==> config.mk <==
export PLATFORM = sky130hd
export DESIGN_NAME = spi_xfer_engine
export DESIGN_NICKNAME = d
export VERILOG_FILES = /design/src/rtl/spi_xfer_pkg.sv /design/src/rtl/spi_half_timer.sv /design/src/rtl/spi_seq_ctrl.sv /design/src/rtl/spi_shift_unit.sv /design/src/rtl/spi_xfer_engine.sv
export SDC_FILE = /design/constraint.sdc
export NUM_CORES = 1
export LEC_CHECK = 0
export ABC_AREA = 1
export BUFFER_PORTS_ARGS = -buffer_cell sky130_fd_sc_hd__buf_2
export CORE_UTILIZATION = 55
export CTS_CLUSTER_DIAMETER = 50
export DETAILED_ROUTE_END_ITERATION = 8
export PLACE_DENSITY = 0.75
export SLEW_MARGIN = 20
export SYNTH_ARGS = -nofsm -noshare
export SYNTH_HDL_FRONTEND = slang
export SYNTH_HIERARCHICAL = 1
export SYNTH_SLANG_ARGS = --single-unit
==> constraint.sdc <==
create_clock -name clk_i -period 3.2 [get_ports clk_i]
set_input_delay 0.32 -clock clk_i [delete_from_list [all_inputs] [get_ports clk_i]]
set_output_delay 0.32 -clock clk_i [all_outputs]
set_load 0.01 [all_outputs]
==> src/rtl/spi_xfer_pkg.sv <==
package spi_xfer_pkg;
  localparam int BYTE_W = 8;
  localparam int EDGE_W = $clog2(2 * BYTE_W);

  typedef enum logic [1:0] {
    ST_IDLE  = 2'd0,
    ST_RUN   = 2'd1,
    ST_TRAIL = 2'd2
  } xfer_state_e;
endpackage

==> src/rtl/spi_half_timer.sv <==
module spi_half_timer #(
  parameter int DIV_W = 8
) (
  input  logic             clk_i,
  input  logic             rst_ni,
  input  logic             run_i,
  input  logic [DIV_W-1:0] div_i,
  output logic             tick_o
);
  logic [DIV_W-1:0] cnt_q;

  assign tick_o = run_i && (cnt_q == div_i);

  always_ff @(posedge clk_i or negedge rst_ni) begin
    if (!rst_ni)      cnt_q <= '0;
    else if (!run_i)  cnt_q <= '0;
    else if (tick_o)  cnt_q <= '0;
    else              cnt_q <= cnt_q + 1'b1;
  end
endmodule

==> src/rtl/spi_seq_ctrl.sv <==
module spi_seq_ctrl
  import spi_xfer_pkg::*;
(
  input  logic clk_i,
  input  logic rst_ni,
  input  logic start_i,
  input  logic two_byte_i,
  input  logic cpol_i,
  input  logic cpha_i,
  input  logic tick_i,
  output logic load_o,
  output logic samp_o,
  output logic drive_o,
  output logic last_o,
  output logic reload_o,
  output logic busy_o,
  output logic sclk_o,
  output logic ss_no,
  output logic collision_o
);
  xfer_state_e       state_q;
  logic [EDGE_W-1:0] edge_q;
  logic              more_q;
  logic              cpha_q;
  logic              sclk_q;
  logic              ss_n_q;
  logic              coll_q;
  logic              edge_ev;
  logic              byte_end;

  assign busy_o   = (state_q != ST_IDLE);
  assign load_o   = start_i && !busy_o;
  assign edge_ev  = tick_i && (state_q == ST_RUN);
  // even edges sample for phase 0, odd edges for phase 1
  assign samp_o   = edge_ev && (edge_q[0] == cpha_q);
  assign drive_o  = edge_ev && (edge_q[0] != cpha_q);
  assign last_o   = samp_o && (&edge_q[EDGE_W-1:1]);
  assign byte_end = edge_ev && (&edge_q);
  assign reload_o = byte_end && more_q;
  assign sclk_o   = busy_o ? sclk_q : cpol_i;
  assign ss_no    = ss_n_q;
  assign collision_o = coll_q;

  always_ff @(posedge clk_i or negedge rst_ni) begin
    if (!rst_ni) begin
      state_q <= ST_IDLE;
      edge_q  <= '0;
      more_q  <= 1'b0;
      cpha_q  <= 1'b0;
      sclk_q  <= 1'b0;
      ss_n_q  <= 1'b1;
    end else begin
      unique case (state_q)
        ST_IDLE: if (load_o) begin
          state_q <= ST_RUN;
          edge_q  <= '0;
          more_q  <= two_byte_i;
          cpha_q  <= cpha_i;
          sclk_q  <= cpol_i;
          ss_n_q  <= 1'b0;
        end
        ST_RUN: if (tick_i) begin
          sclk_q <= ~sclk_q;
          edge_q <= edge_q + 1'b1;
          if (&edge_q) begin
            if (more_q) more_q  <= 1'b0;
            else        state_q <= ST_TRAIL;
          end
        end
        ST_TRAIL: if (tick_i) begin
          state_q <= ST_IDLE;
          ss_n_q  <= 1'b1;
        end
        default: state_q <= ST_IDLE;
      endcase
    end
  end

  always_ff @(posedge clk_i or negedge rst_ni) begin
    if (!rst_ni)                coll_q <= 1'b0;
    else if (start_i && busy_o) coll_q <= 1'b1;
  end
endmodule

==> src/rtl/spi_shift_unit.sv <==
module spi_shift_unit
  import spi_xfer_pkg::*;
(
  input  logic              clk_i,
  input  logic              rst_ni,
  input  logic              load_i,
  input  logic [BYTE_W-1:0] tx_i,
  input  logic              reload_i,
  input  logic [BYTE_W-1:0] tx_next_i,
  input  logic              samp_i,
  input  logic              drive_i,
  input  logic              last_i,
  input  logic              miso_i,
  output logic              mosi_o,
  output logic [BYTE_W-1:0] rx_o,
  output logic              done_o
);
  logic [BYTE_W-1:0] sh_q;
  logic [BYTE_W-1:0] rx_q;
  logic              mosi_q;
  logic              done_q;
  logic [BYTE_W-1:0] sh_in;

  assign sh_in  = {sh_q[BYTE_W-2:0], miso_i};
  assign mosi_o = mosi_q;
  assign rx_o   = rx_q;
  assign done_o = done_q;

  always_ff @(posedge clk_i or negedge rst_ni) begin
    if (!rst_ni) begin
      sh_q   <= '0;
      rx_q   <= '0;
      mosi_q <= 1'b0;
      done_q <= 1'b0;
    end else begin
      done_q <= 1'b0;
      if (load_i) begin
        sh_q   <= tx_i;
        mosi_q <= tx_i[BYTE_W-1];
      end else begin
        if (samp_i) begin
          sh_q <= sh_in;
          if (last_i) begin
            rx_q   <= sh_in;
            done_q <= 1'b1;
          end
        end
        // reload wins over the sample shift at a byte boundary
        if (reload_i) sh_q <= tx_next_i;
        if (drive_i)  mosi_q <= reload_i ? tx_next_i[BYTE_W-1] : sh_q[BYTE_W-1];
      end
    end
  end
endmodule

==> src/rtl/spi_xfer_engine.sv <==
module spi_xfer_engine
  import spi_xfer_pkg::*;
#(
  parameter int DIV_W = 8
) (
  input  logic             clk_i,
  input  logic             rst_ni,
  input  logic             cpol_i,
  input  logic             cpha_i,
  input  logic [DIV_W-1:0] div_i,
  input  logic             two_byte_i,
  input  logic             start_i,
  input  logic [7:0]       tx0_i,
  input  logic [7:0]       tx1_i,
  output logic [7:0]       rx_o,
  output logic             done_o,
  output logic             busy_o,
  output logic             collision_o,
  output logic             sclk_o,
  output logic             ss_no,
  output logic             mosi_o,
  input  logic             miso_i
);
  logic             half_tick;
  logic             load, samp, drive, last, reload;
  logic [DIV_W-1:0] div_q;
  logic [7:0]       tx1_q;

  always_ff @(posedge clk_i or negedge rst_ni) begin
    if (!rst_ni) begin
      div_q <= '0;
      tx1_q <= '0;
    end else if (load) begin
      div_q <= div_i;
      tx1_q <= tx1_i;
    end
  end

  spi_half_timer #(.DIV_W(DIV_W)) timer_i (
    .clk_i  (clk_i),
    .rst_ni (rst_ni),
    .run_i  (busy_o),
    .div_i  (div_q),
    .tick_o (half_tick)
  );

  spi_seq_ctrl ctrl_i (
    .clk_i       (clk_i),
    .rst_ni      (rst_ni),
    .start_i     (start_i),
    .two_byte_i  (two_byte_i),
    .cpol_i      (cpol_i),
    .cpha_i      (cpha_i),
    .tick_i      (half_tick),
    .load_o      (load),
    .samp_o      (samp),
    .drive_o     (drive),
    .last_o      (last),
    .reload_o    (reload),
    .busy_o      (busy_o),
    .sclk_o      (sclk_o),
    .ss_no       (ss_no),
    .collision_o (collision_o)
  );

  spi_shift_unit shift_i (
    .clk_i     (clk_i),
    .rst_ni    (rst_ni),
    .load_i    (load),
    .tx_i      (tx0_i),
    .reload_i  (reload),
    .tx_next_i (tx1_q),
    .samp_i    (samp),
    .drive_i   (drive),
    .last_i    (last),
    .miso_i    (miso_i),
    .mosi_o    (mosi_o),
    .rx_o      (rx_o),
    .done_o    (done_o)
  );
endmodule

# After elaboration in Yosys (flattened, before gate mapping)
# Cells that the tools add are included.
dict set report classes {
  add_sub_neg 2
  n_eq_ne 10
  n_mux 31
  bitwise 2
  n_reduce_logical 24
}
# operator count
set ops {}
lappend ops {{$mux 8} 5}
lappend ops {{$mux 1} 14}
lappend ops {{$reduce_and 3->1} 4}
lappend ops {{$mux 2} 5}
lappend ops {{$logic_and 1x1->1} 9}
lappend ops {{$add 8x1->8 const B} 1}
lappend ops {{$eq 8x8->1} 1}
lappend ops {{$mux 4} 2}
lappend ops {{$pmux 4 s2} 1}
lappend ops {{$reduce_and 4->1} 2}
lappend ops {{$reduce_bool 2->1} 4}
lappend ops {{$ne 2x1->1 const B} 3}
lappend ops {{$pmux 1 s2} 3}
lappend ops {{$pmux 2 s3} 1}
lappend ops {{$reduce_and 5->1} 1}
lappend ops {{$add 4x1->4 const B} 1}
lappend ops {{$ne 2x2->1 const B} 2}
lappend ops {{$reduce_bool 3->1} 1}
lappend ops {{$eq 2x1->1 const B} 1}
lappend ops {{$eq 2x2->1 const B} 1}
lappend ops {{$logic_not 2->1} 1}
lappend ops {{$not 1->1} 2}
lappend ops {{$reduce_and 2->1} 1}
lappend ops {{$eq 1x1->1} 1}
lappend ops {{2 further kinds} 2}
dict set report word_totals {
  register_bits 53
}

# Depth between registers and ports, before layout
# Gate-level depths: netlist of the first run.
dict set report logic_depth {
  depth_word 8
  depth_mapped 16
}

# Cells and area by module
# The synthesis of the first run kept the hierarchy.
# module n_inst cells_per_inst area_per_inst_um2 seq_area_each_um2
set by_module_without_submodules {}
lappend by_module_without_submodules {spi_shift_unit 1 115 872.1 450.4}
lappend by_module_without_submodules {spi_xfer_engine 1 68 644.4 400.4}
lappend by_module_without_submodules {spi_seq_ctrl 1 82 636.9 276.5}
lappend by_module_without_submodules {spi_half_timer 1 71 514.2 200.2}

# Least setup slack after synthesis of the first run
# OpenSTA, ideal clock, no wires.
dict set report synth_timing {
  kind {reg2reg}
  start {reg timer_i.cnt_q[3]}
  end {reg shift_i.sh_q[0]}
  setup_ps 118
  arrival_time_ps 1888
  required_time_ps 3082
  setup_slack_ps 1195
  stages_incl_launch_ff 14
  n_path_buf 1
  synth_period_minus_slack_ps 2005
  cell_sequence {dfrtp_1 > xnor2_1 > nand2_1 > nor2_1 > nand2_2 > nor2_1 > nand3_4 > nor3_1 > buf_2 > inv_1 > nand2_1 > nand3_1 > nand3_1 > nand2_1}
}
dict set report synth_between {
  elab_chain_len 7
}
# element line_no
set synth_lines {}
lappend synth_lines {{from (decl)} spi_half_timer.sv:10} ;# logic [DIV_W-1:0] cnt_q;
lappend synth_lines {{from (signal assigned)} spi_half_timer.sv:18} ;# else cnt_q <= cnt_q + 1'b1;
lappend synth_lines {{$eq 8x8->1 *} spi_half_timer.sv:12} ;# assign tick_o = run_i && (cnt_q == div_i);
lappend synth_lines {{$logic_and 1x1->1 *} spi_half_timer.sv:12}
lappend synth_lines {{net half_tick} spi_xfer_engine.sv:24} ;# logic half_tick;
lappend synth_lines {{$logic_and 1x1->1 *} spi_seq_ctrl.sv:33} ;# assign edge_ev = tick_i && (state_q == ST_RUN);
lappend synth_lines {{$logic_and 1x1->1 *} spi_seq_ctrl.sv:38} ;# assign byte_end = edge_ev && (&edge_q);
lappend synth_lines {{$logic_and 1x1->1 *} spi_seq_ctrl.sv:39} ;# assign reload_o = byte_end && more_q;
lappend synth_lines {{net reload} spi_xfer_engine.sv:25} ;# logic load, samp, drive, last, reload;
lappend synth_lines {{$mux 8} spi_shift_unit.sv:49} ;# if (reload_i) sh_q <= tx_next_i;
lappend synth_lines {{$mux 8} spi_shift_unit.sv:37} ;# if (load_i) begin
lappend synth_lines {{to (signal assigned)} spi_shift_unit.sv:38} ;# sh_q <= tx_i;
lappend synth_lines {{to (signal assigned)} spi_shift_unit.sv:42} ;# sh_q <= sh_in;
lappend synth_lines {{to (signal assigned)} spi_shift_unit.sv:49}
lappend synth_lines {{to (decl)} spi_shift_unit.sv:18} ;# logic [BYTE_W-1:0] sh_q;
# The timed path passes the listed nets; every way through them passes the cells marked *.
# A chain may end at the register's enable or synchronous reset.

# Worst setup path in the final report of the first run
dict set report layout_timing {
  start {reg ctrl_i.state_q[0]}
  end {reg shift_i.sh_q[4]}
}
dict set report layout_between {
  elab_chain_len 7
}
# element line_no
set layout_lines {}
lappend layout_lines {{from (decl)} spi_seq_ctrl.sv:21} ;# xfer_state_e state_q;
lappend layout_lines {{from (signal assigned)} spi_seq_ctrl.sv:46} ;# state_q <= ST_IDLE;
lappend layout_lines {{from (signal assigned)} spi_seq_ctrl.sv:55} ;# state_q <= ST_RUN;
lappend layout_lines {{from (signal assigned)} spi_seq_ctrl.sv:67} ;# else state_q <= ST_TRAIL;
lappend layout_lines {{$reduce_bool 2->1 *} spi_seq_ctrl.sv:31} ;# assign busy_o = (state_q != ST_IDLE);
lappend layout_lines {{$logic_and 1x1->1 *} spi_half_timer.sv:12}
lappend layout_lines {{net half_tick} spi_xfer_engine.sv:24}
lappend layout_lines {{$logic_and 1x1->1 *} spi_seq_ctrl.sv:33}
lappend layout_lines {{$logic_and 1x1->1 *} spi_seq_ctrl.sv:38}
lappend layout_lines {{$logic_and 1x1->1 *} spi_seq_ctrl.sv:39}
lappend layout_lines {{net reload} spi_xfer_engine.sv:25}
lappend layout_lines {{$mux 8} spi_shift_unit.sv:49}
lappend layout_lines {{$mux 8} spi_shift_unit.sv:37}
# Marks and branches as above.

==> summary.txt, run 1 <==
Clock network
  – Worst-path clk slew: 0.09 ns
  – Clock buffer depth: 2
  – Cts hold-fix bufs: 0
  – CTS tree: yes
  – Resized cells post-CTS: 0
  – H-tree Lvls: 2
  – CTS Buf Count: 5
  – Clock Sinks: 53
  – Clock insertion delay at the later pin of the skew report: 0.30 ns
  – Root Driver: clkbuf_8
  – Post-CTS Setup Inserts: 0

Die
  – Initial Util: 59.2%
  – Die area: 5130 um^2
  – Die width: 71.6 um
  – Die Ht: 71.6 um
  – Core area: 4500 um^2
  – Standard-cell row count: 24
  – I/O Pins: 45

Final layout
  – Nets@finish: 417
  – Layout cells sized above 1: 22.3%
  – Area grow syn2layout: 13.3%
  – Finished Layout Cells: 437
  – Diodes inserted: 0

Timing
  – Final worst-path cycle share: 72.4%
  – Final worst clock skew: 0.00214 ns
  – Setup violators final: 0
  – Final Critical Period: 2.32 ns
  – Final hold violations: 0
  – Final Max Tran Viols: 0
  – Worst rel slew slack: 53.9%
  – Slew @ Worst Pin: 0.692 ns
  – Highest Clock Rate: 0.432 GHz
  – Setup TNS: 0 ns
  – WHS: 0.0579 ns
  – Unrepaired setup endpoints after global routing: no

Critical path
  – Critical path type: flip-flop to flip-flop
  – Crit path cell chain: inv_1 -> nand2_1 -> inv_1 -> nor2_1 -> nand3_4 -> nor3_1 -> buf_4 -> nor2_1 -> nand2_2 -> inv_1 -> nand2_1 -> nand2_1
  – CP Capture Type: flip-flop
  – Critical Path RT: 3.39 ns
  – Worst setup SP type: flip-flop
  – Crit path buffers/inverters: 4
  – Crit-path max cell delay: 0.58 ns
  – Critical Path AT: 2.51 ns
  – Crit Path Max Fanout: 11
  – CP delay by family, top: simple AND/OR/NAND/NOR gates
  – Worst-path cell with the longest stage delay: dfrtp_1

Drt
  – Pre-Repair DR Iteration Count: 4
  – Vias per cell: 4.93
  – # DRC: 0
  – Remaining antenna violation count: 0
  – DR iter-0 viols: 91
  – WL/cell: 11.2 um
  – Via count: 2154
  – Drt total wl: 4900 um

Global routing
  – Vias in the first global route: 2004
  – Initial antenna violation count: 0
  – Overall routing resource usage: 21.2%
  – Largest net degree at the start of global routing: 33
  – Grt total ovfl: 0
  – First-pass GRT wire length: 8560 um

Flow run
  – Max_cap viols: 0

Pwr
  – Pwr Density: 764 nW/um^2
  – Worst vdd ir: 428 uV
  – Static Leak: 1.68 nW
  – Final Total Pwr: 2.31 mW

Synthesis
  – Syn Area/Cell: 7.94 um^2
  – Synth Area in Adders: 0.938%
  – Post-synthesis mux area share: 0%
  – Syn Nets: 369
  – Register area share after synthesis: 49.8%
  – Distinct cell type count after synthesis: 30
  – Mapped Area: 2670 um^2
  – Yosys warns: 6
  – Xor/xnor share of the synthesized area: 2.95%
  – Largest family of logic cells by synthesized area: simple AND/OR/NAND/NOR gates
  – Synth Area in Simple Gates: 36.9%
  – Synth Area in Compound Gates: 2.25%
  – Cells after Synth: 336
  – #FFs+latches synth: 53

Hold path
  – Hold WC Path Type: input pin to asynchronous set/reset pin

Place
  – RePlAce Congestion: 0.820
  – I/O Buffers: 44
  – Final HPWL DP: 3670 um
  – Inst Count DP: 429

Outcome
  – Status: finished clean
==> cells in the mapped netlist (all sizes together) <==
| library cell | instances | area [um^2] |
|---|---|---|
| or2 | 7 | 43.8 |
| nor2 | 20 | 82.6 |
| xnor2 | 5 | 43.8 |
| nand4 | 1 | 6.26 |
| dfstp | 1 | 26.3 |
| a21oi | 1 | 5.00 |
| dfrtp | 52 | 1300 |
| a22o | 1 | 8.76 |
| xor2 | 4 | 35.0 |
| ha | 2 | 25.0 |
| nand2 | 167 | 674 |
| buf | 6 | 70.1 |
| nor3 | 4 | 30.0 |
| a21o | 1 | 7.51 |
| inv | 31 | 121 |
| o21ai | 7 | 38.8 |
| nand3 | 26 | 148 |
==> metal layers <==
metal  GRT usage (%)  wire [um]
met3            4.22        156
met5               0          0
met4            5.23         44
met1            26.4       2200
met2            37.9       2510
==> worst register-to-register path, stage by stage (launching register included) <==
cell	delay, ns
dfrtp_1	0.58
inv_1	0.08
nand2_1	0.20
inv_1	0.06
nor2_1	0.27
nand3_4	0.16
nor3_1	0.17
buf_4	0.19
nor2_1	0.08
nand2_2	0.14
inv_1	0.15
nand2_1	0.09
nand2_1	0.05
==> registers in the layout (all words and copies together), names as in the netlist, 2 cells and up <==
name	count
timer_i/cnt_q	8
shift_i/rx_o	8
shift_i/sh_q	8
div_q	8
ctrl_i/state_q	2
tx1_q	8
ctrl_i/edge_q	4
==> per-stage QoR <==
step / setup WS, ns / utilization [%] / area, um^2
global placement: 0.965 / 64.5 / 2910
global route: 0.622 / 67.1 / 3020
floorplan: 1.19 / - / 2670
detailed placement: 0.896 / 64.5 / 2910
finish: 0.884 / 67.1 / 3020
CTS: 0.876 / 67.1 / 3020
==> cell usage in the layout (no fill, tap or decap) <==
cell	netlist	final
a21o_1	1	1
inv_2	5	5
dfstp_2	1	1
o21ai_1	3	3
nand3_2	1	1
dfrtp_1	52	52
bufinv_16	0	1
nor3_2	2	2
nand2_1	154	154
inv_6	1	1
or2_2	6	6
buf_2	1	44
inv_1	25	25
nor2_4	1	1
nor3_1	2	2
nand2_2	10	10
nand3_1	24	24
o21ai_0	3	3
o21ai_2	1	1
clkbuf_8	0	6
a21oi_1	1	1
ha_1	2	2
buf_4	0	3
clkbuf_1	0	1
or2_0	1	1
nor2_1	19	19
nand3_4	1	1
a22o_1	1	1
xnor2_1	5	5
nand2_4	3	3
xor2_1	4	4
nand4_1	1	1
==> final timing paths <==
| kind | from | end | slack [ns] | cells after the start |
|---|---|---|---|---|
| worst max-delay path | ctrl_i/state_q[0] | shift_i/sh_q[4] | 0.88 | 12 |
| worst min-delay path | rst_ni | ctrl_i/sclk_q | 0.06 | 1 |
| worst max register to register | ctrl_i/state_q[0] | shift_i/sh_q[4] | 0.88 | 12 |
| worst min register to register | tx1_q[0] | tx1_q[0] | 0.47 | 2 |
| max in group asynchronous | rst_ni | shift_i/rx_o[6] | 2.42 | 2 |
| min in group clk_i | div_i[0] | div_q[0] | 0.22 | 3 |
==> area by class of cell <==
cell class	instances	area, um^2
Inverter	31	121
Tap cell	52	65.1
Multi-Input combinational cell	246	1150
Timing Repair Buffer	47	243
Fill cell	396	1480
Clock buffer	7	86.3
Sequential cell	53	1330
Clock inverter	1	30.0
==> cell families (layout without fill, tap and decap cells) <==
logic type | Yosys count | in the layout
simple gates | 225 | 225
xor+xnor | 9 | 9
compound gates | 10 | 10
fa+ha+maj | 2 | 2
buf+inv | 37 | 86
flops | 53 | 53
==> report_power, final <==
| group | internal, mW | switching [mW] | total [mW] |
|---|---|---|---|
| sequential | 0.882 | 0.195 | 1.08 |
| clock | 0.255 | 0.203 | 0.458 |
| combinational | 0.308 | 0.467 | 0.775 |
Power figures use the tool's default switching activity.
==> inputs of run 2 (changes only) <==
clock period = 2.3 ns   (was 3.2 ns; I/O delays follow)
==> run 2 against run 1 <==
  * Wire length increased by 6.4%
  * Final cell count grew 1.6%
  * Non-clock buffer count grew 7
  * Clock skew is 0.0045 ns higher
  * Via count increased by 2.0%
  * Worst setup slack got worse by 0.68 ns
==> summary.txt, run 2 (same netlist as run 1, synthesis figures left out) <==
Drt
  – Pre-Repair DR Iteration Count: 4 (unchanged)
  – WL/cell: 11.8 um (+4.7%)
  – Via count: 2197 (+2.0%)
  – Vias per cell: 4.95 (+0.39%)
  – DR iter-0 viols: 132 (+45%)
  – Drt total wl: 5220 um (+6.4%)
  – # DRC: 0 (unchanged)
  – Remaining antenna violation count: 0 (unchanged)

Outcome
  – Status: finished clean

Hold path
  – Hold WC Path Type: input pin to asynchronous set/reset pin

Die
  – Die width: 71.6 um (unchanged)
  – I/O Pins: 45 (unchanged)
  – Initial Util: 59.2% (unchanged)
  – Standard-cell row count: 24 (unchanged)
  – Die Ht: 71.6 um (unchanged)
  – Core area: 4500 um^2 (unchanged)
  – Die area: 5130 um^2 (unchanged)

Place
  – Inst Count DP: 432 (+0.70%)
  – RePlAce Congestion: 0.836 (+1.9%)
  – Final HPWL DP: 3730 um (+1.5%)
  – I/O Buffers: 44 (unchanged)

Final layout
  – Filler Cell Count: 410 (+3.5%)
  – Finished Layout Cells: 444 (+1.6%)
  – Nets@finish: 424 (+1.7%)
  – FF+latch area: 1330 um^2 (about the same)
  – Layout cells sized above 1: 24.2% (+1.9 points)
  – Most frequent cells in the layout: nand2_1 (154), dfrtp_1 (51), buf_2 (44)
  – Area grow syn2layout: 15.5%
  – Multi-input gate area in the final layout: 1160 um^2 (+0.65%)
  – Commonest non-fill, non-tap cell in the layout: nand2_1
  – Diodes inserted: 0 (unchanged)

Clock network
  – Worst-path clk slew: 0.09 ns (about the same)
  – H-tree Lvls: 2 (unchanged)
  – CTS tree: yes
  – Clock Sinks: 53 (unchanged)
  – Clock buffer depth: 2 (unchanged)
  – Root Driver: clkbuf_8
  – Clock insertion delay at the later pin of the skew report: 0.30 ns (about the same)
  – CTS Buf Count: 5 (unchanged)
  – Cts hold-fix bufs: 0 (unchanged)

Timing
  – Setup violators final: 0 (unchanged)
  – Final worst-path cycle share: 91.3% (+19 points)
  – Final Max Tran Viols: 0 (unchanged)
  – Final hold violations: 0 (unchanged)
  – Highest Clock Rate: 0.476 GHz (+10%)
  – Setup TNS: 0 ns (unchanged)
  – Unrepaired setup endpoints after global routing: yes
  – Worst rel slew slack: 55.7% (+1.8 points)
  – Final worst clock skew: 0.00661 ns (+0.00447 ns)
  – Final Critical Period: 2.10 ns (-0.216 ns)
  – Slew @ Worst Pin: 0.665 ns (-0.0267 ns)

Critical path
  – CP Capture Type: flip-flop
  – Worst setup SP type: flip-flop
  – Critical Path AT: 2.30 ns (-0.21 ns)
  – R2R cell count: 15 (+3)
  – Critical path type: flip-flop to flip-flop
  – Critical Path RT: 2.50 ns (-0.89 ns)
  – Crit Path Max Fanout: 8 (-3)

Global routing
  – Grt total ovfl: 0 (unchanged)
  – Initial antenna violation count: 0 (unchanged)
  – Overall routing resource usage: 22.8% (+1.5 points)
  – First-pass GRT wire length: 9000 um (+5.2%)
  – Largest net degree at the start of global routing: 54 (+64%)
  – Vias in the first global route: 1982 (-1.1%)

Pwr
  – Pwr Density: 1060 nW/um^2 (+39%)
  – Worst vdd ir: 581 uV (+36%)
  – Static Leak: 1.71 nW (+1.9%)

Flow run
  – Max_cap viols: 0 (unchanged)
## run 2: metrics by stage
step	power, mW	hold slack, ns	instance area (um^2)	setup slack, ns	utilization [%]
global placement	2.60	0.388	2930	0.127	65.0
finish	3.27	0.0300	3080	0.200	68.4
detailed placement	2.65	0.390	2930	0.0806	65.0
CTS	3.29	0.0551	3040	0.0113	67.5
floorplan	2.36	-0.0656	2670	0.295	-
global route	3.56	0.0898	3080	-0.0249	68.4
## run 2: where the power goes
part / internal, mW / switching [mW] / leakage, nW
registers: 1.23 / 0.263 / 0.680
clock network: 0.327 / 0.300 / 0.0554
logic: 0.457 / 0.695 / 0.973
## run 2: worst paths after layout
kind | from | endpoint | slack [ns]
min reg2reg | ctrl_i/collision_o | ctrl_i/collision_o | 0.46
max reg2reg | timer_i/cnt_q[2] | shift_i/sh_q[2] | 0.20
min in group clk_i | div_i[0] | div_q[0] | 0.12
min | rst_ni | ctrl_i/state_q[1] | 0.03
max in group asynchronous | rst_ni | timer_i/cnt_q[2] | 1.78
max | timer_i/cnt_q[2] | shift_i/sh_q[2] | 0.20
## run 2: cell type report
cell class,instances,share of cell area [%]
clock buffers,6,2.36
clock inverters,2,1.26
inverters,31,4.02
multi-input cells,246,37.5
flip-flops and latches,53,43.1
well taps,52,2.11
repair buffers,54,9.59
## run 2: critical path, cell delays in order (launching register included)
cell     delay, ns
dfrtp_2       0.46
inv_1         0.09
nand2_1       0.06
nand2_1       0.05
nand2_1       0.06
nor2_1        0.13
nand2_2       0.10
nor2_4        0.13
nand3_4       0.13
nor3_1        0.17
buf_4         0.18
nor2_1        0.07
nand2_2       0.09
inv_1         0.13
nand2_1       0.10
nand2_1       0.05
## run 2: per-layer routing
metal	vias up	global-route usage [%]	routed length, um
li1	1139	-	-
met5	-	0	0
met2	53	37.8	2500
met1	995	29.9	2450
met4	0	8.06	102
met3	10	4.36	169
## run 2: timing repair
action,CTS,global route
setup buffers,0,4
resized for setup,0,4
endpoints found under the setup margin,0,18
